## src/rtl/twi_rb_pkg.sv

```systemverilog
package twi_rb_pkg;
  localparam int WORD_W   = 32;
  localparam int IDX_W    = 4;
  localparam int STS_W    = 5;
  localparam int ERR_W    = STS_W - 1;
  localparam int CTRL_W   = 16;

  localparam logic [IDX_W-1:0] IX_CLK_STD = 4'd0;
  localparam logic [IDX_W-1:0] IX_CLK_HS  = 4'd1;
  localparam logic [IDX_W-1:0] IX_CFG     = 4'd2;
  localparam logic [IDX_W-1:0] IX_CMD     = 4'd3;
  localparam logic [IDX_W-1:0] IX_SLAVE   = 4'd4;
  localparam logic [IDX_W-1:0] IX_DLO     = 4'd5;
  localparam logic [IDX_W-1:0] IX_DHI     = 4'd6;
  localparam logic [IDX_W-1:0] IX_STS     = 4'd7;
  localparam logic [IDX_W-1:0] IX_MASK    = 4'd8;
  localparam logic [IDX_W-1:0] IX_BUSY    = 4'd9;

  typedef enum logic [1:0] {
    CT_WRITE = 2'd0,
    CT_READ  = 2'd1,
    CT_WR_RD = 2'd2,
    CT_RSVD  = 2'd3
  } cmd_type_e;

  typedef enum logic [2:0] {
    RS_OK     = 3'd0,
    RS_ARB    = 3'd1,
    RS_NORESP = 3'd2,
    RS_COLL   = 3'd3,
    RS_BUSY   = 3'd4
  } result_e;
endpackage

```

## src/rtl/twi_rb_cfg.sv

```systemverilog
module twi_rb_cfg #(
  parameter int FILT_W = 4,
  parameter int DIV_W  = 10,
  parameter int N_CLK  = 2
) (
  input  logic                              clk,
  input  logic                              rst_n,
  input  logic [N_CLK-1:0]                  clk_we,
  input  logic                              cfg_we,
  input  logic [twi_rb_pkg::CTRL_W-1:0]     wdata,
  output logic [N_CLK-1:0][twi_rb_pkg::CTRL_W-1:0] clk_q,
  output logic [twi_rb_pkg::CTRL_W-1:0]     cfg_q
);
  import twi_rb_pkg::*;

  localparam logic [CTRL_W-1:0] FILT_FIELD = CTRL_W'(((1 << FILT_W) - 1) << (CTRL_W - FILT_W));
  localparam logic [CTRL_W-1:0] DIV_FIELD  = CTRL_W'((1 << DIV_W) - 1);
  localparam logic [CTRL_W-1:0] CLK_KEEP   = FILT_FIELD | DIV_FIELD;
  localparam logic [CTRL_W-1:0] CLK_RST    = CTRL_W'((3 << (CTRL_W - FILT_W)) | 16'h001F);
  localparam logic [CTRL_W-1:0] CFG_KEEP   = 16'hFFF3;
  localparam logic [CTRL_W-1:0] CFG_RST    = 16'h3302;

  logic [CTRL_W-1:0] cfg_d;

  for (genvar g = 0; g < N_CLK; g++) begin : g_clkreg
    logic [CTRL_W-1:0] clk_d;
    always_comb begin
      clk_d = wdata & CLK_KEEP;
    end
    always_ff @(posedge clk or negedge rst_n) begin
      if (!rst_n)         clk_q[g] <= CLK_RST;
      else if (clk_we[g]) clk_q[g] <= clk_d;
    end
  end

  always_comb begin
    cfg_d = wdata & CFG_KEEP;
  end

  always_ff @(posedge clk or negedge rst_n) begin
    if (!rst_n)      cfg_q <= CFG_RST;
    else if (cfg_we) cfg_q <= cfg_d;
  end

  p_cfg_hold_r2: assert property (@(posedge clk) disable iff (!rst_n)
    !cfg_we |=> $stable(cfg_q));
  p_cfg_unused_r2: assert property (@(posedge clk) disable iff (!rst_n)
    cfg_we |=> (cfg_q[3:2] == 2'b00));
endmodule

```

## src/rtl/twi_rb_launch.sv

```systemverilog
module twi_rb_launch #(
  parameter int SLV_W  = 10,
  parameter int DATA_W = 64
) (
  input  logic                          clk,
  input  logic                          rst_n,
  input  logic                          cmd_we,
  input  logic                          slv_we,
  input  logic                          dlo_we,
  input  logic                          dhi_we,
  input  logic [twi_rb_pkg::WORD_W-1:0] wdata,
  input  logic                          eng_done,
  input  logic [DATA_W-1:0]             eng_rdata,
  output logic                          busy,
  output logic                          eng_start,
  output logic [twi_rb_pkg::CTRL_W-1:0] cmd_q,
  output logic [SLV_W-1:0]              slave_q,
  output logic [DATA_W-1:0]             data_q,
  output logic                          done_ok
);
  import twi_rb_pkg::*;

  localparam int HALF_W = DATA_W / 2;
  localparam logic [CTRL_W-1:0] CMD_KEEP = 16'h0377;

  logic                cmd_ok;
  logic                capture;
  logic                busy_d;
  logic [CTRL_W-1:0]   cmd_d;
  logic [SLV_W-1:0]    slave_d;
  logic [DATA_W-1:0]   data_d;
  logic                data_en;
  cmd_type_e           cur_type;

  always_comb begin
    cur_type = cmd_type_e'(cmd_q[9:8]);
    cmd_ok   = cmd_we & ~busy;
    done_ok  = eng_done & busy;
    capture  = done_ok & ((cur_type == CT_READ) | (cur_type == CT_WR_RD));
    cmd_d    = wdata[CTRL_W-1:0] & CMD_KEEP;
    slave_d  = wdata[SLV_W-1:0];
  end

  always_comb begin
    busy_d = busy;
    if (cmd_ok)       busy_d = 1'b1;
    else if (done_ok) busy_d = 1'b0;
  end

  always_comb begin
    data_d  = data_q;
    data_en = capture | dlo_we | dhi_we;
    if (capture) begin
      data_d = eng_rdata;
    end else begin
      if (dlo_we) data_d[HALF_W-1:0]      = wdata[HALF_W-1:0];
      if (dhi_we) data_d[DATA_W-1:HALF_W] = wdata[HALF_W-1:0];
    end
  end

  always_ff @(posedge clk or negedge rst_n) begin
    if (!rst_n) begin
      busy      <= 1'b0;
      eng_start <= 1'b0;
    end else begin
      busy      <= busy_d;
      eng_start <= cmd_ok;
    end
  end

  always_ff @(posedge clk or negedge rst_n) begin
    if (!rst_n)      cmd_q <= '0;
    else if (cmd_ok) cmd_q <= cmd_d;
  end

  always_ff @(posedge clk or negedge rst_n) begin
    if (!rst_n)      slave_q <= '0;
    else if (slv_we) slave_q <= slave_d;
  end

  always_ff @(posedge clk or negedge rst_n) begin
    if (!rst_n)       data_q <= '0;
    else if (data_en) data_q <= data_d;
  end

  p_start_pulse_r3: assert property (@(posedge clk) disable iff (!rst_n)
    cmd_we && !busy |=> eng_start && busy);
  p_start_single_r3: assert property (@(posedge clk) disable iff (!rst_n)
    eng_start |=> !eng_start);
  p_ignore_cmd_r4: assert property (@(posedge clk) disable iff (!rst_n)
    cmd_we && busy |=> !eng_start && $stable(cmd_q));
  p_done_idle_r5: assert property (@(posedge clk) disable iff (!rst_n)
    eng_done && busy |=> !busy);
  p_stray_done_r10: assert property (@(posedge clk) disable iff (!rst_n)
    eng_done && !busy && !cmd_we && !dlo_we && !dhi_we |=> !busy && $stable(data_q));
endmodule

```

## src/rtl/twi_rb_status.sv

```systemverilog
module twi_rb_status (
  input  logic                               clk,
  input  logic                               rst_n,
  input  logic                               clr_we,
  input  logic                               mask_we,
  input  logic [twi_rb_pkg::STS_W-1:0]       wdata,
  input  logic                               set_v,
  input  logic [twi_rb_pkg::ERR_W-1:0]       set_err,
  output logic [twi_rb_pkg::STS_W-1:0]       sts_q,
  output logic [twi_rb_pkg::STS_W-1:0]       mask_q,
  output logic                               irq,
  output logic [2:0]                         result_q
);
  import twi_rb_pkg::*;

  logic [STS_W-1:0] set_bits;
  logic [STS_W-1:0] clr_bits;
  logic [STS_W-1:0] sts_d;
  result_e          result_d;

  always_comb begin
    set_bits = set_v  ? {set_err, 1'b1} : '0;
    clr_bits = clr_we ? wdata           : '0;
    sts_d    = (sts_q & ~clr_bits) | set_bits;
    irq      = |(sts_q & mask_q);
  end

  always_comb begin
    if (set_err[0])      result_d = RS_ARB;
    else if (set_err[1]) result_d = RS_NORESP;
    else if (set_err[2]) result_d = RS_COLL;
    else if (set_err[3]) result_d = RS_BUSY;
    else                 result_d = RS_OK;
  end

  always_ff @(posedge clk or negedge rst_n) begin
    if (!rst_n) sts_q <= '0;
    else        sts_q <= sts_d;
  end

  always_ff @(posedge clk or negedge rst_n) begin
    if (!rst_n)       mask_q <= '0;
    else if (mask_we) mask_q <= wdata;
  end

  always_ff @(posedge clk or negedge rst_n) begin
    if (!rst_n)     result_q <= 3'(RS_OK);
    else if (set_v) result_q <= 3'(result_d);
  end

  p_done_latch_r5: assert property (@(posedge clk) disable iff (!rst_n)
    set_v |=> sts_q[0]);
  p_w1c_r6: assert property (@(posedge clk) disable iff (!rst_n)
    clr_we && !set_v |=> ((sts_q & $past(wdata)) == '0));
  p_irq_rise_r7: assert property (@(posedge clk) disable iff (!rst_n)
    set_v && mask_q[0] && !mask_we |=> irq);
  p_rank_arb_r9: assert property (@(posedge clk) disable iff (!rst_n)
    set_v && set_err[0] |=> result_q == 3'(RS_ARB));
endmodule

```

## src/rtl/twi_rb_top.sv

```systemverilog
module twi_rb_top #(
  parameter int SLV_W  = 10,
  parameter int DATA_W = 64
) (
  input  logic               clk,
  input  logic               rst_n,
  input  logic               bus_we,
  input  logic [3:0]         bus_addr,
  input  logic [31:0]        bus_wdata,
  output logic [31:0]        bus_rdata,
  output logic               irq,
  output logic               eng_start,
  output logic [1:0]         eng_type,
  output logic [2:0]         eng_wr_len,
  output logic [2:0]         eng_rd_len,
  output logic [SLV_W-1:0]   eng_slave,
  output logic [DATA_W-1:0]  eng_wdata,
  output logic [15:0]        eng_clk_std,
  output logic [15:0]        eng_clk_hs,
  output logic [15:0]        eng_cfg,
  input  logic               eng_done,
  input  logic [3:0]         eng_err,
  input  logic [DATA_W-1:0]  eng_rdata,
  output logic [2:0]         eng_result
);
  import twi_rb_pkg::*;

  localparam int HALF_W = DATA_W / 2;

  logic [1:0]              clk_we;
  logic                    cfg_we, cmd_we, slv_we, dlo_we, dhi_we, sts_we, mask_we;
  logic [1:0][CTRL_W-1:0]  clk_words;
  logic [CTRL_W-1:0]       cfg_word;
  logic [CTRL_W-1:0]       cmd_word;
  logic [SLV_W-1:0]        slave_word;
  logic [DATA_W-1:0]       data_word;
  logic [STS_W-1:0]        sts_word;
  logic [STS_W-1:0]        mask_word;
  logic                    busy;
  logic                    done_ok;

  always_comb begin
    clk_we[0] = bus_we & (bus_addr == IX_CLK_STD);
    clk_we[1] = bus_we & (bus_addr == IX_CLK_HS);
    cfg_we    = bus_we & (bus_addr == IX_CFG);
    cmd_we    = bus_we & (bus_addr == IX_CMD);
    slv_we    = bus_we & (bus_addr == IX_SLAVE);
    dlo_we    = bus_we & (bus_addr == IX_DLO);
    dhi_we    = bus_we & (bus_addr == IX_DHI);
    sts_we    = bus_we & (bus_addr == IX_STS);
    mask_we   = bus_we & (bus_addr == IX_MASK);
  end

  twi_rb_cfg #(.FILT_W(4), .DIV_W(10), .N_CLK(2)) u_cfg (
    .clk    (clk),
    .rst_n  (rst_n),
    .clk_we (clk_we),
    .cfg_we (cfg_we),
    .wdata  (bus_wdata[CTRL_W-1:0]),
    .clk_q  (clk_words),
    .cfg_q  (cfg_word)
  );

  twi_rb_launch #(.SLV_W(SLV_W), .DATA_W(DATA_W)) u_launch (
    .clk       (clk),
    .rst_n     (rst_n),
    .cmd_we    (cmd_we),
    .slv_we    (slv_we),
    .dlo_we    (dlo_we),
    .dhi_we    (dhi_we),
    .wdata     (bus_wdata),
    .eng_done  (eng_done),
    .eng_rdata (eng_rdata),
    .busy      (busy),
    .eng_start (eng_start),
    .cmd_q     (cmd_word),
    .slave_q   (slave_word),
    .data_q    (data_word),
    .done_ok   (done_ok)
  );

  twi_rb_status u_status (
    .clk      (clk),
    .rst_n    (rst_n),
    .clr_we   (sts_we),
    .mask_we  (mask_we),
    .wdata    (bus_wdata[STS_W-1:0]),
    .set_v    (done_ok),
    .set_err  (eng_err),
    .sts_q    (sts_word),
    .mask_q   (mask_word),
    .irq      (irq),
    .result_q (eng_result)
  );

  always_comb begin
    eng_type    = cmd_word[9:8];
    eng_wr_len  = cmd_word[6:4];
    eng_rd_len  = cmd_word[2:0];
    eng_slave   = slave_word;
    eng_wdata   = data_word;
    eng_clk_std = clk_words[0];
    eng_clk_hs  = clk_words[1];
    eng_cfg     = cfg_word;
  end

  always_comb begin
    bus_rdata = '0;
    case (bus_addr)
      IX_CLK_STD: bus_rdata = {16'h0, clk_words[0]};
      IX_CLK_HS:  bus_rdata = {16'h0, clk_words[1]};
      IX_CFG:     bus_rdata = {16'h0, cfg_word};
      IX_CMD:     bus_rdata = {16'h0, cmd_word};
      IX_SLAVE:   bus_rdata = WORD_W'(slave_word);
      IX_DLO:     bus_rdata = data_word[HALF_W-1:0];
      IX_DHI:     bus_rdata = data_word[DATA_W-1:HALF_W];
      IX_STS:     bus_rdata = WORD_W'(sts_word);
      IX_MASK:    bus_rdata = WORD_W'(mask_word);
      IX_BUSY:    bus_rdata = WORD_W'(busy);
      default:    bus_rdata = '0;
    endcase
  end

  p_busy_read_r3: assert property (@(posedge clk) disable iff (!rst_n)
    eng_start |-> busy);
endmodule

```

## config.mk

```make
export PLATFORM = sky130hd
export DESIGN_NAME = twi_rb_top
export DESIGN_NICKNAME = d
export VERILOG_FILES = /design/src/rtl/twi_rb_pkg.sv /design/src/rtl/twi_rb_cfg.sv /design/src/rtl/twi_rb_launch.sv /design/src/rtl/twi_rb_status.sv /design/src/rtl/twi_rb_top.sv
export SDC_FILE = /design/constraint.sdc
export NUM_CORES = 1
export LEC_CHECK = 0
export BUFFER_PORTS_ARGS = -buffer_cell sky130_fd_sc_hd__buf_2
export CAP_MARGIN = 20
export CORE_MARGIN = 5
export CORE_UTILIZATION = 47
export DETAILED_ROUTE_END_ITERATION = 12
export GPL_TIMING_DRIVEN = 0
export PLACE_DENSITY = 0.82
export SYNTH_ARGS = -nofsm -noshare
export SYNTH_HDL_FRONTEND = slang
export SYNTH_SLANG_ARGS = --single-unit
```

## constraint.sdc

```tcl
create_clock -name clk -period 2.05 [get_ports clk]
set_input_delay 0.41 -clock clk [delete_from_list [all_inputs] [get_ports clk]]
set_output_delay 0.41 -clock clk [all_outputs]
set_load 0.03 [all_outputs]
```

# ---- After elaboration in Yosys (flattened, before gate mapping)
# Cells that the tools add are included.
dict set report word_totals {
  register_bits 139
  input_bits 108
  out_inout_bits 167
  word_cells 62
}
dict set report op_classes {
  eq_ne 11
  n_mux 12
  bitwise 20
  reduce_logical 7
}
# op n
set op_table {}
lappend op_table {{$pmux W32 S10} 1}
lappend op_table {{$mux W32} 2}
lappend op_table {{$mux W64} 1}
lappend op_table {{$eq A4 B3 Y1 const B} 4}
lappend op_table {{$and A1 B1 Y1} 12}
lappend op_table {{$mux W3} 4}
lappend op_table {{$and A5 B5 Y5} 2}
lappend op_table {{$mux W5} 2}
lappend op_table {{$eq A4 B2 Y1 const B} 2}
lappend op_table {{$eq A4 B4 Y1 const B} 2}
lappend op_table {{$reduce_bool A2 Y1} 3}
lappend op_table {{$not A5 Y5} 1}
lappend op_table {{$or A5 B5 Y5} 1}
lappend op_table {{$reduce_or A5 Y1} 1}
lappend op_table {{$eq A4 B1 Y1 const B} 1}
lappend op_table {{$logic_not A4 Y1} 1}
lappend op_table {{$reduce_and A2 Y1} 2}
lappend op_table {{$or A1 B1 Y1} 3}
lappend op_table {{$eq A2 B1 Y1 const B} 1}
lappend op_table {{$eq A2 B2 Y1 const B} 1}
lappend op_table {{$mux W1} 2}
lappend op_table {{$not A1 Y1} 1}

# ---- Longest topological paths before layout
dict set report logic_depth {
  ltp_word 6
  mapped_depth 8
  mapped_depth_nobuf 4
}

# ---- Modules after synthesis
# A second synthesis with hierarchy kept.
dict set report hier_totals {
  cells_unflattened 666
  hier_area_um2 7551.0
}
# mod instances cells_each area_each_um2
set by_module_without_submodules {}
lappend by_module_without_submodules {twi_rb_launch 1 340 3885.0}
lappend by_module_without_submodules {twi_rb_cfg 1 94 1630.3}
lappend by_module_without_submodules {twi_rb_top 1 190 1507.7}
lappend by_module_without_submodules {twi_rb_status 1 42 528.0}

# ---- Worst setup path after synthesis
# OpenSTA, ideal clock, no wires.
dict set report synth_timing {
  kind {input-to-output}
  startpoint {in bus_addr[0]}
  endpoint {out bus_rdata[5]}
  arrival_ps 2180
  slack_ps -540
  path_stages 5
  n_path_buf 2
  path_cell_list {buf_2 > buf_2 > and3_1 > a21oi_1 > o311ai_0}
}
dict set report synth_between {
  elab_chain_cells 2
  elab_cells_between_ends 11
  classes_between {9 x eq/ne; 1 x mux; 1 x reduce/logical}
}
# element line_no
set synth_lines {}
lappend synth_lines {{start, declared} twi_rb_top.sv:8} ;# input logic [3:0] bus_addr,
lappend synth_lines {{$eq A4 B4 Y1 (tied with other cells)} twi_rb_top.sv:109} ;# case (bus_addr)
lappend synth_lines {{$pmux W32 S10 *} twi_rb_top.sv:109}
lappend synth_lines {{end, declared} twi_rb_top.sv:10} ;# output logic [31:0] bus_rdata,
# Mark *: on every way between the ends. The rest lies on a longest branch, timed or not.

# ---- Worst setup path in the final report
dict set report layout_timing {
  startpoint {in bus_addr[3]}
  endpoint {out bus_rdata[7]}
}
# The elaborated chain is that of the path after synthesis.

==> qor.yml <==
cellLeakagePower_nw: 4.71
status: "finished, violations left"
coreArea_um2: 14600
grt_pass1_vias: 6844
htreeDepth: 4
wl_met1_um: 10300
maxCapViolCount: 0
placed_cell_area_um2: 8670
fin_crit_ns: 2.24
yosys_register_bits: 139
finalSetupTns_ns: -0.447
met3WireLength_um: 2510
fillerInstances: 1085
finalClockSkew_ns: 0.00658
cts_tree: "yes"
cp-start-kind: "primary input"
relSlewSlack_pct: 51.4
cts.sinks: 139
synth-main-ff-cell: "dfrtp_1"
clock_latency_ns: 0.42
dpl.cell_count: 1083
finalHoldViolations: 4
cts_buffers: 17
timing.hold.ws_ns: -0.00505
ant_nets: 0
violations: "hold timing, setup timing"
rsz0062_at_grt: "yes"
top_layer_used: "met4"
hpwl_um: 18400
port_buffers: 263
grt_pass1_wl_um: 39600
final-seq-area_um2: 3500
netlist_area_um2: 7030
area_growth_pct: 45.3
drv_slew: 0
num_antenna_cells: 0
avgSynthCellArea_um2: 11.2
ctsHoldBuffers: 0
period_share_pct: 109
end_kind: "output port"
synth_warnings: 0
rrSetupSlack_ns: 0.20
cp_cell_sequence: "buf_2 > buf_12 > nand2b_4 > nor2_4 > buf_8 > a222oi_1 > nand2_2 > buf_6"
final_area_um2: 10200
wl_per_cell_um: 23.4
clock.fmax_mhz: 446
timing.rr.start: "u_launch.cmd_q[9]"
final_util_pct: 70.1
synthCells: 630
row_count: 44
cp.required_ns: 1.64
antenna_found_initial: 0
rr_worst_depth: 7
clk_path_buf_depth: 2
gp_congestion: 0.892
wl_met2_um: 13100
synth-edff-count: 0
worst_pin_slew_ns: 0.726
die_area_um2: 17500
drcViolationCount: 0
die_x_um: 132
max_stage_delay_ns: 0.50
vias: 6802
drt-total-wl_um: 26900
grt_max_degree: 71
async_flop_share_pct: 100
nNetsFinal: 1061
setup_viol: 7
cp.arrival_ns: 1.83
ios: 275
crit_slowest_cell: "a222oi_1"
cp-startpoint: "bus_addr[3]"
cp_top_family: "buffers and inverters"
crit_type: "in2out"
fp.dieH_um: 132
hp-class: "in2async"
path_buf_inv: 4
drt-initial-drc-count: 643
multi_input_area_um2: 3510
cp_max_fo: 9
clk_pin_slew_worst_paths_ns: 0.05
vias_per_cell: 5.91
peakVddDrop_v: 0.000698
cts_root_buffer: "clkbuf_16"
grt_usage_pct: 28.9
p_per_area_nw_per_um2: 1230
drive_gt1_share_pct: 53.8
seq_area_frac_synth_pct: 49.8
dr.pass1.iters: 5
grt_overflow: 0
timing.final.ws_setup_ns: -0.192
worstReg2RegEnd: "u_launch.data_q[37]"
finalNonFillerCells: 1150
start_util_pct: 48.2
yosysUniqueCellTypes: 52
## metal layers
metal  vias up  track usage, %
met1      3329            36.6
met5         -               0
li1       2908               -
met2       475            47.8
met3        90            7.02
met4         0            11.5
## logic make-up (layout without fill, tap and decap cells)
logic type / after synthesis / in the layout / synth area share, %
AO/OA/AOI/OAI: 135 / 135 / 12.0
XOR/XNOR: 1 / 1 / 0.125
buffers and inverters: 58 / 389 / 4.84
flip-flops: 139 / 139 / 49.8
multiplexers: 157 / 157 / 24.2
other: 1 / 6 / 0.0533
AND/OR/NAND/NOR: 139 / 139 / 9.04
## metrics by stage
| stage | hold slack [ns] | worst slack (ns) | total power, mW |
|---|---|---|---|
| 3_5_place_dp | 0.458 | -0.971 | 9.05 |
| 2_1_floorplan | 0.114 | 0.0104 | 7.36 |
| 6_report | -0.00505 | -0.192 | 12.6 |
| 3_3_place_gp | 0.460 | -1.36 | 8.94 |
| 4_1_cts | 0.0153 | -0.169 | 12.4 |
| 5_1_grt | 0.0315 | -0.163 | 13.1 |
## area by class of cell
type | instances | share of cell area (%)
Multi-Input combinational cell | 438 | 34.4
Sequential cell | 139 | 34.3
Timing Repair Buffer | 302 | 18.4
Buffer | 51 | 4.74
Clock buffer | 20 | 4.37
Tap cell | 184 | 2.25
Clock inverter | 12 | 1.44
Inverter | 4 | 0.147
## report_power, final
group	internal, mW	switching [mW]	leakage [nW]
Clock	1.94	1.19	0.290
Combinational	1.74	3.22	2.75
Sequential	3.69	0.830	1.67
Total	7.37	5.24	4.71
## cell usage after synthesis (5+ instances only)
master / number / area, um2
nor2_1: 12 / 45.0
clkbuf_1: 17 / 63.8
a22o_1: 22 / 193
buf_2: 20 / 100
mux2_2: 71 / 800
a21oi_1: 12 / 60.1
mux2i_1: 83 / 831
dfstp_2: 19 / 499
nand3_1: 9 / 45.0
o21ai_0: 33 / 165
buf_4: 11 / 82.6
dfrtp_1: 120 / 3000
a22oi_1: 5 / 37.5
o21ai_1: 43 / 215
nand2_1: 89 / 334
## sequential cells by signal (all words and copies together) (netlist names)
name                cells
u_launch.eng_start      1
u_launch.slave_q       10
u_cfg.cfg_q            14
u_status.mask_q         5
u_status.result_q       3
u_launch.busy           1
u_cfg.clk_q            28
u_status.sts_q          5
u_launch.data_q        64
u_launch.cmd_q          8
## repair_timing
| item | in CTS | in global routing |
|---|---|---|
| endpoints found under the hold margin | 0 | 0 |
| buffers inserted | 17 | 19 |
| cloned | 0 | 2 |
| resized for setup | 140 | 47 |
| setup endpoints to repair | 44 | 84 |
| pin swaps | 26 | 12 |
## placed cells by master (no fill, tap or decap), types with 10 or more instances in the layout
| master | n |
|---|---|
| buf_2 | 235 |
| dfrtp_1 | 119 |
| nand2_1 | 85 |
| mux2i_1 | 79 |
| mux2_2 | 68 |
| buf_4 | 44 |
| o21ai_1 | 43 |
| buf_6 | 36 |
| o21ai_0 | 27 |
| a22o_1 | 21 |
| clkbuf_16 | 19 |
| dfstp_2 | 19 |
| clkbuf_1 | 12 |
| buf_12 | 10 |
## how the worst max path moves through the flow
stage / to / slack, ns / depth (start not counted)
final: bus_rdata[7] / -0.19 / 8
after global routing: bus_rdata[7] / -0.16 / 8
after CTS: bus_rdata[7] / -0.17 / 8
after detailed placement: bus_rdata[11] / -0.97 / 8
after global placement: u_launch.data_q[49] / -1.36 / 1
after floorplan: bus_rdata[9] / 0.01 / 6
No activity file was read; power rests on OpenSTA's default activity.
